[src/rtl/bxu_pkg.sv]
package bxu_pkg;
  localparam int WORD_W = 16;
  localparam int BYTE_W = 8;
  localparam int NIB_W  = 4;
  localparam int DIGITS = BYTE_W / NIB_W;

  typedef enum logic [2:0] {
    SQ_IDLE,
    SQ_RD_LO,
    SQ_RD_HI,
    SQ_WR_A,
    SQ_WR_B,
    SQ_FIN
  } seq_state_t;
endpackage

[src/rtl/bxu_pack_core.sv]
module bxu_pack_core
  import bxu_pkg::*;
(
  input  logic [WORD_W-1:0] src_word,
  input  logic [WORD_W-1:0] disp,
  output logic [BYTE_W-1:0] packed_byte
);
  logic [WORD_W-1:0] adj;
  logic [BYTE_W-1:0] adj_unused_bits;

  assign adj = src_word + disp;

  // digit g of the packed byte comes from byte g of the adjusted word
  for (genvar g = 0; g < DIGITS; g++) begin : g_dig
    assign packed_byte[g*NIB_W +: NIB_W] = adj[g*BYTE_W +: NIB_W];
    assign adj_unused_bits[g*NIB_W +: NIB_W] = adj[g*BYTE_W + NIB_W +: NIB_W];
  end
endmodule

[src/rtl/bxu_unpack_core.sv]
module bxu_unpack_core
  import bxu_pkg::*;
(
  input  logic [BYTE_W-1:0] src_byte,
  input  logic [WORD_W-1:0] disp,
  output logic [WORD_W-1:0] unpacked_word
);
  logic [WORD_W-1:0] spread;

  for (genvar g = 0; g < DIGITS; g++) begin : g_spread
    assign spread[g*BYTE_W +: BYTE_W] = {{(BYTE_W-NIB_W){1'b0}}, src_byte[g*NIB_W +: NIB_W]};
  end

  assign unpacked_word = spread + disp;
endmodule

[src/rtl/bxu_mem_seq.sv]
module bxu_mem_seq
  import bxu_pkg::*;
#(
  parameter int ADDR_W = 16
) (
  input  logic              clk,
  input  logic              rst_n,
  input  logic              start,
  input  logic              start_unpack,
  input  logic [WORD_W-1:0] start_disp,
  input  logic [ADDR_W-1:0] start_src_addr,
  input  logic [ADDR_W-1:0] start_dst_addr,
  output logic              busy,
  output logic              done,
  output logic              op_unpack,
  output logic [WORD_W-1:0] fetched_word,
  output logic [WORD_W-1:0] held_disp,
  input  logic [BYTE_W-1:0] pk_byte,
  input  logic [WORD_W-1:0] up_word,
  output logic [ADDR_W-1:0] src_addr_q,
  output logic [ADDR_W-1:0] dst_addr_q,
  output logic              mem_req,
  output logic              mem_we,
  output logic [ADDR_W-1:0] mem_addr,
  output logic [BYTE_W-1:0] mem_wdata,
  input  logic              mem_ack,
  input  logic [BYTE_W-1:0] mem_rdata
);
  localparam logic [ADDR_W-1:0] ONE = ADDR_W'(1);

  seq_state_t state;
  logic       step;

  assign step = mem_req && mem_ack;

  always_ff @(posedge clk or negedge rst_n) begin
    if (!rst_n) begin
      state        <= SQ_IDLE;
      op_unpack    <= 1'b0;
      fetched_word <= '0;
      held_disp    <= '0;
      src_addr_q   <= '0;
      dst_addr_q   <= '0;
    end else begin
      unique case (state)
        SQ_IDLE: if (start) begin
          state      <= SQ_RD_LO;
          op_unpack  <= start_unpack;
          held_disp  <= start_disp;
          src_addr_q <= start_src_addr;
          dst_addr_q <= start_dst_addr;
        end
        SQ_RD_LO: if (step) begin
          fetched_word[BYTE_W-1:0] <= mem_rdata;
          src_addr_q <= src_addr_q - ONE;
          state      <= op_unpack ? SQ_WR_A : SQ_RD_HI;
        end
        SQ_RD_HI: if (step) begin
          fetched_word[WORD_W-1:BYTE_W] <= mem_rdata;
          src_addr_q <= src_addr_q - ONE;
          state      <= SQ_WR_A;
        end
        SQ_WR_A: if (step) begin
          dst_addr_q <= dst_addr_q - ONE;
          state      <= op_unpack ? SQ_WR_B : SQ_FIN;
        end
        SQ_WR_B: if (step) begin
          dst_addr_q <= dst_addr_q - ONE;
          state      <= SQ_FIN;
        end
        SQ_FIN: state <= SQ_IDLE;
        default: state <= SQ_IDLE;
      endcase
    end
  end

  always_comb begin
    mem_req   = 1'b0;
    mem_we    = 1'b0;
    mem_addr  = src_addr_q - ONE;
    mem_wdata = '0;
    unique case (state)
      SQ_RD_LO, SQ_RD_HI: mem_req = 1'b1;
      SQ_WR_A: begin
        mem_req   = 1'b1;
        mem_we    = 1'b1;
        mem_addr  = dst_addr_q - ONE;
        mem_wdata = op_unpack ? up_word[BYTE_W-1:0] : pk_byte;
      end
      SQ_WR_B: begin
        mem_req   = 1'b1;
        mem_we    = 1'b1;
        mem_addr  = dst_addr_q - ONE;
        mem_wdata = up_word[WORD_W-1:BYTE_W];
      end
      default: ;
    endcase
  end

  assign busy = (state != SQ_IDLE);
  assign done = (state == SQ_FIN);

  AST_REQ_HOLD: assert property (@(posedge clk) disable iff (!rst_n)
    (mem_req && !mem_ack) |=> (mem_req && $stable(mem_addr) && $stable(mem_we) && $stable(mem_wdata)));

  AST_WRITE_DEC: assert property (@(posedge clk) disable iff (!rst_n)
    (mem_req && mem_ack && mem_we && op_unpack && !done) |=>
      (done || (mem_we && mem_addr == $past(mem_addr) - ONE)));
endmodule

[src/rtl/bcd_digit_converter.sv]
module bcd_digit_converter
  import bxu_pkg::*;
#(
  parameter int ADDR_W = 16
) (
  input  logic              clk,
  input  logic              rst_n,
  input  logic              in_valid,
  output logic              in_ready,
  input  logic              in_unpack,
  input  logic              in_mem,
  input  logic [15:0]       in_src,
  input  logic [15:0]       in_disp,
  input  logic [7:0]        in_keep_hi,
  input  logic [ADDR_W-1:0] in_src_addr,
  input  logic [ADDR_W-1:0] in_dst_addr,
  output logic              out_valid,
  input  logic              out_ready,
  output logic [15:0]       out_data,
  output logic [ADDR_W-1:0] out_src_addr,
  output logic [ADDR_W-1:0] out_dst_addr,
  output logic              mem_req,
  output logic              mem_we,
  output logic [ADDR_W-1:0] mem_addr,
  output logic [7:0]        mem_wdata,
  input  logic              mem_ack,
  input  logic [7:0]        mem_rdata
);
  logic              accept, seq_busy, seq_done, seq_unpack;
  logic [WORD_W-1:0] seq_word, seq_disp, core_src, core_disp, up_word;
  logic [BYTE_W-1:0] pk_byte;
  logic [ADDR_W-1:0] seq_src_addr, seq_dst_addr;

  assign in_ready = !seq_busy && (!out_valid || out_ready);
  assign accept   = in_valid && in_ready;

  assign core_src  = seq_busy ? seq_word : in_src;
  assign core_disp = seq_busy ? seq_disp : in_disp;

  bxu_pack_core u_pack (
    .src_word    (core_src),
    .disp        (core_disp),
    .packed_byte (pk_byte)
  );

  bxu_unpack_core u_unpack (
    .src_byte      (core_src[BYTE_W-1:0]),
    .disp          (core_disp),
    .unpacked_word (up_word)
  );

  bxu_mem_seq #(.ADDR_W(ADDR_W)) u_seq (
    .clk            (clk),
    .rst_n          (rst_n),
    .start          (accept && in_mem),
    .start_unpack   (in_unpack),
    .start_disp     (in_disp),
    .start_src_addr (in_src_addr),
    .start_dst_addr (in_dst_addr),
    .busy           (seq_busy),
    .done           (seq_done),
    .op_unpack      (seq_unpack),
    .fetched_word   (seq_word),
    .held_disp      (seq_disp),
    .pk_byte        (pk_byte),
    .up_word        (up_word),
    .src_addr_q     (seq_src_addr),
    .dst_addr_q     (seq_dst_addr),
    .mem_req        (mem_req),
    .mem_we         (mem_we),
    .mem_addr       (mem_addr),
    .mem_wdata      (mem_wdata),
    .mem_ack        (mem_ack),
    .mem_rdata      (mem_rdata)
  );

  always_ff @(posedge clk or negedge rst_n) begin
    if (!rst_n) begin
      out_valid    <= 1'b0;
      out_data     <= '0;
      out_src_addr <= '0;
      out_dst_addr <= '0;
    end else if (accept && !in_mem) begin
      out_valid    <= 1'b1;
      out_data     <= in_unpack ? up_word : {in_keep_hi, pk_byte};
      out_src_addr <= in_src_addr;
      out_dst_addr <= in_dst_addr;
    end else if (seq_done) begin
      out_valid    <= 1'b1;
      out_data     <= seq_unpack ? up_word : {{(WORD_W-BYTE_W){1'b0}}, pk_byte};
      out_src_addr <= seq_src_addr;
      out_dst_addr <= seq_dst_addr;
    end else if (out_valid && out_ready) begin
      out_valid <= 1'b0;
    end
  end

  AST_REG_LATENCY: assert property (@(posedge clk) disable iff (!rst_n)
    (in_valid && in_ready && !in_mem) |=> out_valid);

  AST_OUT_HOLD: assert property (@(posedge clk) disable iff (!rst_n)
    (out_valid && !out_ready) |=> (out_valid && $stable(out_data)));

  AST_MEM_BLOCKS: assert property (@(posedge clk) disable iff (!rst_n)
    mem_req |-> (!in_ready && !out_valid));

  AST_DONE_FREE: assert property (@(posedge clk) disable iff (!rst_n)
    seq_done |-> !out_valid);
endmodule

[config.mk]
export PLATFORM = sky130hd
export DESIGN_NAME = bcd_digit_converter
export DESIGN_NICKNAME = d
export VERILOG_FILES = /design/src/rtl/bxu_pkg.sv /design/src/rtl/bxu_pack_core.sv /design/src/rtl/bxu_unpack_core.sv /design/src/rtl/bxu_mem_seq.sv /design/src/rtl/bcd_digit_converter.sv
export SDC_FILE = /design/constraint.sdc
export NUM_CORES = 1
export LEC_CHECK = 0
export BUFFER_PORTS_ARGS = -buffer_cell sky130_fd_sc_hd__buf_2
export CORE_ASPECT_RATIO = 0.9
export CORE_MARGIN = 2
export CORE_UTILIZATION = 55
export DETAILED_ROUTE_END_ITERATION = 8
export PLACE_DENSITY_LB_ADDON = 0.15
export SETUP_SLACK_MARGIN = 0.2
export SLEW_MARGIN = 15
export SYNTH_ARGS = -nofsm -noshare
export SYNTH_HDL_FRONTEND = slang
export SYNTH_HIERARCHICAL = 1
export SYNTH_SLANG_ARGS = --single-unit
[constraint.sdc]
create_clock -name clk -period 7.9 [get_ports clk]
set_clock_uncertainty 0.2 [all_clocks]
set_input_delay 0.79 -clock clk [delete_from_list [all_inputs] [get_ports clk]]
set_output_delay 0.79 -clock clk [all_outputs]
set_load 0.01 [all_outputs]
=== Word level (Yosys, flattened, before mapping) ===
Cells that the tools add are included.

* Add/subtract/negate cells: 4
* Equality and inequality tests: 12
* Reduce and logical (&&, ||, !) cells: 25
* Multiplexer cells: 32

{| class="wikitable"
|+ Operator list
! kind !! count
|-
| two-way mux 16 bit || 14
|-
| case mux 16 bit (2 select lines) || 2
|-
| subtractor 16 x 1 -> 16 bit, second input constant || 2
|-
| adder 12 x 16 -> 16 bit || 1
|-
| case mux 8 bit (2 select lines) || 1
|-
| two-way mux 3 bit || 5
|-
| case mux 3 bit (5 select lines) || 1
|-
| != test 2 x 1 -> 1 bit, second input constant || 7
|-
| adder 12 bit || 1
|-
| two-way mux 12 bit || 1
|-
| two-way mux 8 bit || 1
|-
| two-way mux 1 bit || 7
|-
| equality test 3 x 2 -> 1 bit, second input constant || 2
|-
| equality test 3 bit, second input constant || 2
|-
| logical AND 1 bit || 6
|-
| AND reduction 2 bit || 3
|-
| AND reduction 3 bit || 2
|-
| nonzero test 2 bit || 3
|-
| nonzero test 3 bit || 2
|-
| AND reduction 5 bit || 1
|-
| OR reduction 2 bit || 2
|-
| OR reduction 4 bit || 1
|-
| equality test 3 x 1 -> 1 bit, second input constant || 1
|-
| logical NOT 1 bit || 3
|-
| other kinds (2) || 2
|}

* Flip-flop bits (word level): 113
* Output and inout bits: 76

=== Logic depth before layout (Yosys ltp) ===
* Word-level depth: 7
* Mapped depth: 15
* Mapped depth without buffers: 12

=== Cells and area by module ===
The synthesis kept the hierarchy.

{| class="wikitable"
|+ Modules (own cells, without submodules)
! module !! instances !! cells an instance !! area an instance (um^2)
|-
| bxu_mem_seq || 1 || 430 || 4038.9
|-
| bcd_digit_converter || 1 || 281 || 2819.0
|-
| bxu_pack_core || 1 || 59 || 478.0
|-
| bxu_unpack_core || 1 || 52 || 419.2
|}

=== Worst setup path before layout ===
No wires, ideal clock.

* Path type: register to output
* Start: register u_seq.state[1]
* End: output port mem_wdata[6]
* Cell stages (with the launch flop): 14
* Buffers on the path: 3
* Slack: 3.374 ns
* Arrival time: 3.536 ns
* Cells stage by stage: dfrtp_1 > buf_2 > or3_1 > buf_6 > clkbuf_1 > mux2_2 > ha_1 > fa_1 > a21o_1 > a221oi_2 > nor3_1 > or4_1 > mux2i_1 > o21ai_0

* Longest elaborated chain between the ends: 5

{| class="wikitable"
|+ RTL lines
! item !! line !! source
|-
| from (decl) || bxu_mem_seq.sv:31 || <nowiki>seq_state_t state;</nowiki>
|-
| from (signal assigned) || bxu_mem_seq.sv:56 || <nowiki>state <= op_unpack ? SQ_WR_A : SQ_RD_HI;</nowiki>
|-
| from (signal assigned) || bxu_mem_seq.sv:65 || <nowiki>state <= op_unpack ? SQ_WR_B : SQ_FIN;</nowiki>
|-
| nonzero test 3 bit || bxu_mem_seq.sv:100 || <nowiki>assign busy = (state != SQ_IDLE);</nowiki>
|-
| via seq_busy || bcd_digit_converter.sv:29 || <nowiki>logic accept, seq_busy, seq_done, seq_unpack;</nowiki>
|-
| two-way mux 12 bit || bcd_digit_converter.sv:37 || <nowiki>assign core_src = seq_busy ? seq_word : in_src;</nowiki>
|-
| via core_src[0] || bcd_digit_converter.sv:30 || <nowiki>logic [WORD_W-1:0] seq_word, seq_disp, core_src, core_disp, up_word;</nowiki>
|-
| adder 12 bit || bxu_pack_core.sv:11 || <nowiki>assign adj = src_word + disp;</nowiki>
|-
| via pk_byte[6] || bcd_digit_converter.sv:31 || <nowiki>logic [BYTE_W-1:0] pk_byte;</nowiki>
|-
| two-way mux 8 bit || bxu_mem_seq.sv:88 || <nowiki>mem_wdata = op_unpack ? up_word[BYTE_W-1:0] : pk_byte;</nowiki>
|-
| case mux 8 bit (2 select lines) || bxu_mem_seq.sv:82 || <nowiki>unique case (state)</nowiki>
|-
| to (decl) || bcd_digit_converter.sv:25 || <nowiki>output logic [7:0] mem_wdata,</nowiki>
|}

The timed path passes the listed nets, and every way through them passes these cells.

=== Final worst setup path ===
* Start: register u_seq.state[0]
* End: output port mem_wdata[6]

The elaborated chain is that of the path after synthesis.

==> results.ini <==
[floorplanning]
die_h_microns = 115
die_w_microns = 128
start_util = 0.564
coreArea_sq_um = 13400
io-pin-count = 163
rows = 40
die_area_sq_um = 14700

[synth]
synthCells = 810
yosysWarnings = 6
avgSynthCellArea_sq_um = 9.34
syn_area_sq_um = 7560
synth_nets = 920

[status]
outcome = complete, no violations

[route]
wl_met2_mm = 8.35
wl_per_cell_microns = 17.3
ant_nets = 0
dr_total_vias = 6570
dr_wl_met3_mm = 1.21
remaining_drc_errors = 0
m1WireLength_mm = 9.71
routed.top_layer = met4
drt-total-wl_mm = 19.6
viasPerCell = 5.82
drt-initial-drc-count = 435
drt_first_pass_iters = 5

[clock_tree]
post_cts_buffers = 0
root_buffer = clkbuf_16
ctsHoldBuffers = 0
cts.sinks = 113
clk_latency_ns = 0.42
path_clk_slew_ns = 0.05
cts_buffers = 17
clk_path_buf_depth = 2
cts_resized = 0
htree_num_levels = 4
cts_tree = done

[placement]
placed_area_sq_um = 8430
hpwl_mm = 14.0
io_buffers = 158
place_ws_ns = 2.95
routabilityCongestion = 0.928

[critical_path]
cp-start-kind = flip-flop
critPathRequiredTime_ns = 6.91
timing.rr.end = out_data[6]
reg2reg_from = u_seq/state[0]
cp.arrival_ns = 4.45
r2r_cells = 13
end_kind = output pin
r2r_setup_slack_ns = 3.49
crit_type = flip-flop to output pin
critPathMaxFanout = 28

[power]
p_leak_nw = 3.97
peakVddDrop_v = 0.000286
power_density_nw_per_um2 = 538

[sta]
post-route-period-util = 0.688
tightestPinTransition_ns = 1.04
drv_slew = 0
slew_headroom = 0.301
fin_hold_ws_ns = 0.251
hold_violations = 0
fin_crit_ns = 5.44
setup_ws_ns = 2.46
max_freq_mhz = 184
rsz0062_at_grt = false
setup_violations = 0
finalSetupTns_ns = 0

[cells_and_area]
final_common_cell = buf_2
drive_above_1_share = 0.287
stdcell_area_sq_um = 9020
nets = 1057
mostFrequentLayoutCells = buf_2 (157), dfrtp_1 (113), nor2_1 (77)
fillers = 1141
area_delta_synth_final_pct = 19.2

[flow_run]
cap_violations = 0

[global_routing]
antenna_found_initial = 1
grt_max_degree = 83
grt_pass1_vias = 6169
grt_pass1_wl_mm = 31.6
grt_overflow = 0
track_usage = 0.274

[min_path]
hp-class = input pin to async pin

-- per-layer routing --
layer  GRT usage  up-vias
li1            -     3207
met1       0.410     3122
met2       0.393      218
met3      0.0610       23
met4      0.0901        0
met5           0        -
-- where the power goes --
group	total, W	internal, W	switching [W]	leakage, nW
clock network	0.000755	0.000502	0.000254	0.290
registers	0.00113	0.000859	0.000273	1.31
logic	0.00296	0.00128	0.00168	2.37
-- registers in the layout, indices dropped and copies added, names as in the netlist --
signal / count
out_valid: 1
out_data: 16
out_dst_addr: 16
u_seq/src_addr_q: 16
u_seq/dst_addr_q: 16
u_seq/op_unpack: 1
u_seq/held_disp: 16
u_seq/fetched_word: 12
out_src_addr: 16
u_seq/state: 3
-- critical path, cell delays in order (launching register included) --
cell and delay [ns]:
dfrtp_1 0.63, or3_1 0.27, buf_4 0.38, mux2_2 0.40, ha_1 0.25, fa_1 0.41
a21o_1 0.19, a221oi_2 0.39, nor3_1 0.09, or4_1 0.56, mux2i_1 0.15, o21ai_0 0.12
buf_2 0.17
-- worst max path at each step --
stage	startpoint	cells after the start	slack, ns	endpoint
final	u_seq/state[0]	12	2.46	mem_wdata[6]
after global routing	u_seq/state[0]	12	2.27	mem_wdata[6]
after CTS	u_seq/state[0]	12	2.49	mem_wdata[6]
after detailed placement	u_seq/state[0]	12	2.95	mem_wdata[6]
after global placement	u_seq/state[0]	12	2.99	mem_wdata[6]
after floorplan	u_seq/state[1]	13	3.38	mem_wdata[6]
-- area by class of cell --
class                      count  area [sq um]  share of cell area
multi-input combinational    618          4410               0.490
clock buffer                  26           509              0.0565
antenna                        1          2.50            0.000278
timing repair buffer         168           868              0.0963
clock inverter                 5          75.1             0.00833
inverter                      29           109              0.0121
tap                          168           210              0.0233
sequential                   113          2830               0.314
-- stage by stage --
stage,power [W],util,instances
floorplan,0.00325,-,810
global placement,0.00397,0.628,1096
detailed placement,0.00403,0.628,1096
CTS,0.00483,0.672,1127
global route,0.00522,0.672,1128
finish,0.00485,0.672,1128
No activity file was read; power rests on OpenSTA's default activity.
